File: src/rtl/capseq_pkg.sv
package capseq_pkg;
  localparam int ADDR_W  = 24;
  localparam int WORD_W  = 9;
  localparam int POST_W  = 8;
  localparam int RADDR_W = 4;

  localparam logic [RADDR_W-1:0] CTRL_REG = 4'd3;
  localparam logic [RADDR_W-1:0] POST_REG = 4'd5;

  localparam int CB_WEN   = 0;
  localparam int CB_REN   = 1;
  localparam int CB_TRST  = 2;
  localparam int CB_TEN   = 3;
  localparam int CB_FSTOP = 4;
  localparam int CB_SWT   = 5;
  localparam int CB_INIT  = 7;

  localparam int RD_TRIG_BASE = 1;
  localparam int RD_STOP_BASE = 4;
  localparam int RD_STATUS    = 7;

  typedef struct packed {
    logic post_done;
    logic triggered;
    logic wrapped;
    logic trig_en;
    logic rd_en;
    logic wr_en;
  } cap_flags_t;

  function automatic logic [7:0] pack_status(input cap_flags_t f);
    return {1'b0, f.post_done, f.triggered, f.wrapped, f.trig_en, 1'b0, f.rd_en, f.wr_en};
  endfunction
endpackage

File: src/rtl/capseq_ctrl_regs.sv
module capseq_ctrl_regs
  import capseq_pkg::*;
#(
  parameter int PW  = POST_W,
  parameter int RAW = RADDR_W
) (
  input  logic           clk,
  input  logic           rst_n,
  input  logic           we,
  input  logic [RAW-1:0] waddr,
  input  logic [7:0]     wdata,
  input  logic           stop_evt,
  output logic           wr_en,
  output logic           rd_en,
  output logic           trig_en,
  output logic [PW-1:0]  post_rows,
  output logic           trig_rst_stb,
  output logic           force_stb,
  output logic           sw_trig_stb,
  output logic           init_pulse
);
  logic ctrl_we, post_we;
  logic unused_bit6;

  assign ctrl_we      = we && (waddr == RAW'(CTRL_REG));
  assign post_we      = we && (waddr == RAW'(POST_REG));
  assign trig_rst_stb = ctrl_we && wdata[CB_TRST];
  assign force_stb    = ctrl_we && wdata[CB_FSTOP];
  assign sw_trig_stb  = ctrl_we && wdata[CB_SWT];
  assign unused_bit6  = wdata[6];

  always_ff @(posedge clk) begin
    if (!rst_n) begin
      wr_en      <= 1'b0;
      rd_en      <= 1'b0;
      trig_en    <= 1'b0;
      post_rows  <= '0;
      init_pulse <= 1'b0;
    end else begin
      init_pulse <= ctrl_we && wdata[CB_INIT];
      if (post_we) post_rows <= PW'(wdata);
      if (ctrl_we) begin
        wr_en   <= wdata[CB_WEN] && !wdata[CB_FSTOP];
        rd_en   <= wdata[CB_REN];
        trig_en <= wdata[CB_TEN];
      end else if (stop_evt) begin
        wr_en <= 1'b0;
      end
    end
  end

  // force stop leaves write enable low
  a_r7_force_clears_wen: assert property (@(posedge clk) disable iff (!rst_n)
    force_stb |=> !wr_en);
  // a memory-init pulse only follows a write with the init bit
  a_r9_init_from_write: assert property (@(posedge clk) disable iff (!rst_n)
    init_pulse |-> $past(ctrl_we && wdata[CB_INIT]));
endmodule

File: src/rtl/capseq_track.sv
module capseq_track
  import capseq_pkg::*;
#(
  parameter int AW = ADDR_W,
  parameter int WB = WORD_W,
  parameter int PW = POST_W
) (
  input  logic          clk,
  input  logic          rst_n,
  input  logic [AW-1:0] cur_addr,
  input  logic          trig_hit,
  input  logic          sw_trig_stb,
  input  logic          trig_rst_stb,
  input  logic          force_stb,
  input  logic          wr_en,
  input  logic          trig_en,
  input  logic [PW-1:0] post_rows,
  output logic          stop_evt,
  output logic          triggered,
  output logic          post_done,
  output logic          wrapped,
  output logic [AW-1:0] trig_pos,
  output logic [AW-1:0] stop_pos
);
  localparam int RW = AW - WB;

  function automatic logic [RW-1:0] row_of(input logic [AW-1:0] a);
    return a[AW-1:WB];
  endfunction

  logic [RW-1:0] prev_row, cur_row;
  logic [PW-1:0] remaining;
  logic          row_step, wrap_evt, fire, counting;

  assign cur_row  = row_of(cur_addr);
  assign row_step = (cur_row != prev_row);
  assign wrap_evt = (prev_row == '1) && (cur_row == '0);
  assign fire     = trig_en && wr_en && !triggered && !trig_rst_stb
                    && (trig_hit || sw_trig_stb);
  assign counting = triggered && !post_done && wr_en;
  assign stop_evt = counting && (remaining == '0) && !trig_rst_stb;

  always_ff @(posedge clk) begin
    if (!rst_n) begin
      prev_row  <= '0;
      remaining <= '0;
      triggered <= 1'b0;
      post_done <= 1'b0;
      wrapped   <= 1'b0;
      trig_pos  <= '0;
      stop_pos  <= '0;
    end else begin
      prev_row <= cur_row;
      if (trig_rst_stb) begin
        triggered <= 1'b0;
        post_done <= 1'b0;
        wrapped   <= 1'b0;
      end else begin
        if (fire) begin
          triggered <= 1'b1;
          trig_pos  <= cur_addr;
          remaining <= post_rows;
        end
        if (stop_evt) begin
          post_done <= 1'b1;
          stop_pos  <= cur_addr;
        end else if (counting && row_step) begin
          remaining <= remaining - 1'b1;
        end
        if (wrap_evt && wr_en) wrapped <= 1'b1;
      end
      if (force_stb && wr_en && !stop_evt) stop_pos <= cur_addr;
    end
  end

  // trigger position holds while the trigger stays taken
  a_r3_pos_hold: assert property (@(posedge clk) disable iff (!rst_n)
    triggered && $past(triggered) |-> $stable(trig_pos));
  // a trigger is only taken while armed and capturing
  a_r3_armed_only: assert property (@(posedge clk) disable iff (!rst_n)
    $rose(triggered) |-> $past(trig_en && wr_en));
  // completion implies a trigger
  a_r4_done_after_trig: assert property (@(posedge clk) disable iff (!rst_n)
    post_done |-> triggered);
  // trigger reset clears every flag
  a_r5_reset_flags: assert property (@(posedge clk) disable iff (!rst_n)
    trig_rst_stb |=> !triggered && !post_done && !wrapped);
  // rollover while writing raises the wrap flag
  a_r6_wrap_seen: assert property (@(posedge clk) disable iff (!rst_n)
    wrap_evt && wr_en && !trig_rst_stb |=> wrapped);
endmodule

File: src/rtl/capture_sequencer.sv
module capture_sequencer
  import capseq_pkg::*;
#(
  parameter int AW  = ADDR_W,
  parameter int WB  = WORD_W,
  parameter int PW  = POST_W,
  parameter int RAW = RADDR_W
) (
  input  logic           clk,
  input  logic           rst_n,
  input  logic           reg_we,
  input  logic [RAW-1:0] reg_waddr,
  input  logic [7:0]     reg_wdata,
  input  logic [RAW-1:0] reg_raddr,
  output logic [7:0]     reg_rdata,
  input  logic           trig_hit,
  input  logic [AW-1:0]  cur_addr,
  output logic           mem_wr_en,
  output logic           mem_rd_en,
  output logic           mem_init
);
  localparam int NB = (AW + 7) / 8;

  logic          wr_en, rd_en, trig_en, stop_evt;
  logic          trig_rst_stb, force_stb, sw_trig_stb;
  logic          triggered, post_done, wrapped;
  logic [PW-1:0] post_rows;
  logic [AW-1:0] trig_pos, stop_pos;
  logic [NB*8-1:0] trig_ext, stop_ext;
  logic [7:0]    trig_b [NB];
  logic [7:0]    stop_b [NB];
  cap_flags_t    flags;

  capseq_ctrl_regs #(.PW(PW), .RAW(RAW)) u_regs (
    .clk(clk), .rst_n(rst_n), .we(reg_we), .waddr(reg_waddr), .wdata(reg_wdata),
    .stop_evt(stop_evt), .wr_en(wr_en), .rd_en(rd_en), .trig_en(trig_en),
    .post_rows(post_rows), .trig_rst_stb(trig_rst_stb), .force_stb(force_stb),
    .sw_trig_stb(sw_trig_stb), .init_pulse(mem_init)
  );

  capseq_track #(.AW(AW), .WB(WB), .PW(PW)) u_track (
    .clk(clk), .rst_n(rst_n), .cur_addr(cur_addr), .trig_hit(trig_hit),
    .sw_trig_stb(sw_trig_stb), .trig_rst_stb(trig_rst_stb), .force_stb(force_stb),
    .wr_en(wr_en), .trig_en(trig_en), .post_rows(post_rows), .stop_evt(stop_evt),
    .triggered(triggered), .post_done(post_done), .wrapped(wrapped),
    .trig_pos(trig_pos), .stop_pos(stop_pos)
  );

  assign trig_ext = (NB*8)'(trig_pos);
  assign stop_ext = (NB*8)'(stop_pos);

  for (genvar i = 0; i < NB; i++) begin : g_bytes
    assign trig_b[i] = trig_ext[8*i +: 8];
    assign stop_b[i] = stop_ext[8*i +: 8];
  end

  assign flags     = '{post_done: post_done, triggered: triggered, wrapped: wrapped,
                       trig_en: trig_en, rd_en: rd_en, wr_en: wr_en};
  assign mem_wr_en = wr_en;
  assign mem_rd_en = rd_en;

  always_comb begin
    reg_rdata = 8'h00;
    for (int i = 0; i < NB; i++) begin
      if (int'(reg_raddr) == RD_TRIG_BASE + i) reg_rdata = trig_b[i];
      if (int'(reg_raddr) == RD_STOP_BASE + i) reg_rdata = stop_b[i];
    end
    if (int'(reg_raddr) == RD_STATUS) reg_rdata = pack_status(flags);
  end

  // reserved status bits never set
  a_r10_status_zero_bits: assert property (@(posedge clk) disable iff (!rst_n)
    (int'(reg_raddr) == RD_STATUS) |-> (reg_rdata[7] == 1'b0 && reg_rdata[2] == 1'b0));
  // memory enables mirror the status byte
  a_r2_enables_match: assert property (@(posedge clk) disable iff (!rst_n)
    (int'(reg_raddr) == RD_STATUS) |-> (reg_rdata[0] == mem_wr_en && reg_rdata[1] == mem_rd_en));
endmodule

File: config.mk
export PLATFORM = sky130hd
export DESIGN_NAME = capture_sequencer
export DESIGN_NICKNAME = d
export VERILOG_FILES = /design/src/rtl/capseq_pkg.sv /design/src/rtl/capseq_ctrl_regs.sv /design/src/rtl/capseq_track.sv /design/src/rtl/capture_sequencer.sv
export SDC_FILE = /design/constraint.sdc
export NUM_CORES = 1
export LEC_CHECK = 0
export ABC_AREA = 1
export BUFFER_PORTS_ARGS = -buffer_cell sky130_fd_sc_hd__buf_2
export CAP_MARGIN = 20
export CORE_ASPECT_RATIO = 0.9
export CORE_UTILIZATION = 55
export DETAILED_ROUTE_END_ITERATION = 16
export PLACE_DENSITY_LB_ADDON = 0.08
export SLEW_MARGIN = 20
export SYNTH_ARGS = -nofsm -noshare
export SYNTH_HDL_FRONTEND = slang
export SYNTH_SLANG_ARGS = --single-unit
File: constraint.sdc
create_clock -name clk -period 1.9 [get_ports clk]
set_input_delay 0.285 -clock clk [delete_from_list [all_inputs] [get_ports clk]]
set_output_delay 0.285 -clock clk [all_outputs]
set_load 0.05 [all_outputs]
==> results.md <==
- Status: completed
- Synth area leaders: dfxtp_1 (41%), nand2_1 (13%), nor2_1 (7.0%), o21ai_1 (6.2%), a21oi_2 (5.8%)
- Simple-gate share of the synthesized area: 29.6%
- Slew headroom: 72.0%
- Final Cycle Share: 96.8%
- Yosys top cell area share: 40.8%
- Sequential area share after synthesis: 40.8%
- Yosys warnings: 0
- Final ANT Viol Nets: 0
- Flops & latches, synth: 86
- Die area: 8030 µm²
- Critical path required time: 1620 ps
- I/O pins: 55
- Setup_tns: 0 ps
- Die Y: 85.1 µm
- Synthesized Nets: 647
- CP Max Fanout: 12
- Final setup vio count: 0
- Slowest cell delay on critical path: 250 ps
- GRT Util Overall: 27.2%
- Remaining Overflow, GRT: 0
- Largest net degree at the start of global routing: 48
- Area of the mapped netlist: 4220 µm²
- Worst hold slack: 146 ps
- Critical path's slowest cell: buf_2
- Hold Buf Count CTS: 0
- Arr. time, crit path: 1550 ps
- Worst-margin pin slew: 419 ps
- DR WL/cell: 13.9 µm
- Initial antenna violation count: 0
- Core area: 7220 µm²
- Pleak: 2.36 nW
- Syn_area_per_cell: 7.01 µm²
- Slew Viols, Final: 0
- Startpoint class of the critical path: input pin
- VDD IR-drop max: 0.558 mV
- Clock Skews: 6.90 ps
- Post-layout min period: 1840 ps
- Routability Congestion: 0.867
- Buffers on Ports: 54
- CTS tree: yes
- Clock root buffer: clkbuf_8
- Netlist cell types: 32
- Vias in the first global route: 3561
- WP buf/inv: 5
- Layout cells sized above 1: 23.7%
- Starting density of the core: 58.4%
- First-pass GRT wire length: 16.8 mm
- Drt first pass iters: 5
- CP endpoint kind: output port
- Final hold viol count: 0
- Vias per inst: 5.23
- Worst hold start: cur_addr[12]
- Commonest non-fill, non-tap cell in the layout: nand2_1
- FP Rows: 29
- Via count: 3990
- Synth Area in Compound Gates: 17.1%
- Achievable frequency: 544 MHz
- Hold Path Depth: 3
- Worst hold-check path type: in -> reg
- FF-to-FF Start: u_track.remaining[0]$_SDFFE_PN0N_
- Maxcap violations: 0
- Most frequent cells in the layout: nand2_1 (151), dfxtp_1 (86), nor2_1 (78)
- Worst-case reg-to-reg path depth: 11
- Worst R2R Setup Slack: 110 ps
- CTS max path bufs: 2
- Crit-path cells: buf_2, inv_1, nand2_1, inv_1, nand2_1, buf_12, nand4_1, o21ai_1, nand4_1, buf_2
- DIE WIDTH: 94.3 µm
- Post-Synth Adder-Cell Area: 0.296%
- Critical path's top delay family: buffers and inverters
- Largest family of logic cells by synthesized area: simple AND/OR/NAND/NOR gates
- WHS Endpoint: u_track.prev_row[3]$_SDFF_PN0_
- R2R Path End: u_track.stop_pos[15]$_SDFFE_PN0P_
- Detailed placement HPWL: 7.70 mm
- Iter 0 DRT Violations: 312
- Sink Count: 86
- Post-Syn Instances: 602
- Setup CP Type: in -> out
- Post-synth top area cell: dfxtp_1
- Synth-to-Final Area Change: 16.2%
- TritonCTS buffer count: 9
- Inserted Diodes: 0
- Residual DRC: 0
- XOR/XNOR share of the synthesized area: 0.830%
- Skew-Pair Late Insertion Delay: 350 ps
- Worst-path clk slew: 80 ps
- H-tree levels: 3
- Mux cell area share after synthesis: 0%
- Drt total wl: 10.6 mm
- PD cells: 692 nW/µm²
- Nets: 711
[routing by layer]
layer	global-route usage (%)	vias to the layer above	share of wire [%]	routed length, µm
met5	0	-	0	0
met4	7.27	0	1.1	120
met3	6.00	11	6.5	686
met2	43.3	128	46	4860
met1	37.2	1804	47	4960
li1	-	2047	-	-
[cell usage after synthesis (all sizes together)]
cell	count
nand2	158
dfxtp	86
inv	84
nor2	82
o21ai	78
a21oi	37
nand4	22
nand3	17
buf	12
clkbuf	9
nor3	4
nor4	3
xor2	3
a31oi	2
clkinv	1
ha	1
o211ai	1
o21bai	1
xnor2	1
[tightest hold or removal path, cell delays in order]
cell     delay [ps]
buf_2           100
nand2_1          50
inv_1            40
[cell type report]
| class | count | area [µm²] |
|---|---|---|
| Tap cell | 93 | 116 |
| Multi-Input combinational cell | 411 | 2070 |
| Timing Repair Buffer | 73 | 484 |
| Fill cell | 636 | 2320 |
| Sequential cell | 86 | 1720 |
| Clock buffer | 11 | 141 |
| Inverter | 85 | 322 |
| Clock inverter | 4 | 47.5 |
[through the flow]
step / setup WS, ps / cells / cell area (µm²) / utilization [%] / total power, W
CTS: 41.9 / 760 / 4830 / 66.9 / 0.00342
global route: -23.7 / 763 / 4900 / 67.9 / 0.00353
floorplan: 120 / 602 / 4230 / - / 0.00205
global placement: 102 / 745 / 4640 / 64.3 / 0.00216
finish: 61.4 / 763 / 4900 / 67.9 / 0.00339
detailed placement: 72.7 / 745 / 4640 / 64.3 / 0.00217
[flip-flops by register name (all words and copies together) (netlist names)]
| name | count |
|---|---|
| u_track.prev_row | 15 |
| u_regs.rd_en | 1 |
| u_regs.trig_en | 1 |
| u_regs.post_rows | 8 |
| u_track.post_done | 1 |
| u_regs.init_pulse | 1 |
| u_track.stop_pos | 24 |
| u_track.remaining | 8 |
| u_track.triggered | 1 |
| u_regs.wr_en | 1 |
| u_track.wrapped | 1 |
| u_track.trig_pos | 24 |
[report_power, final]
group,total [W],internal [W],switching [W]
clock network,0.00126,0.000633,0.000631
logic,0.000294,0.000102,0.000192
registers,0.00184,0.00182,0.0000125
total,0.00339,0.00256,0.000835
[cells by family (layout without fill, tap and decap cells)]
logic type                 Yosys count  in the layout
adders and majority gates            1              1
AOI/OAI and AO/OA                  119            119
xor gates and xnor gates             4              4
DFF                                 86             86
and+or+nand+nor                    286            287
buffers and inverters              106            173
[worst max path at each step]
| stage | start | to | slack (ps) | cells past startpoint |
|---|---|---|---|---|
| finish | reg_raddr[3] | reg_rdata[5] | 60 | 10 |
| global route | u_track.remaining[0]$_SDFFE_PN0N_ | u_track.stop_pos[15]$_SDFFE_PN0P_ | -20 | 11 |
| CTS | u_track.remaining[0]$_SDFFE_PN0N_ | u_track.stop_pos[16]$_SDFFE_PN0P_ | 40 | 11 |
| detailed placement | u_track.remaining[0]$_SDFFE_PN0N_ | u_track.stop_pos[16]$_SDFFE_PN0P_ | 70 | 11 |
| global placement | reg_raddr[3] | reg_rdata[5] | 100 | 10 |
| floorplan | u_regs.wr_en$_SDFFE_PN0P_ | u_track.stop_pos[13]$_SDFFE_PN0P_ | 120 | 9 |
[what timing repair did]
action	in CTS	in global routing
setup buffers	0	1
setup endpoints to repair	0	28
gates resized for setup	0	5
Note: power is estimated with default switching activity, not from simulation.
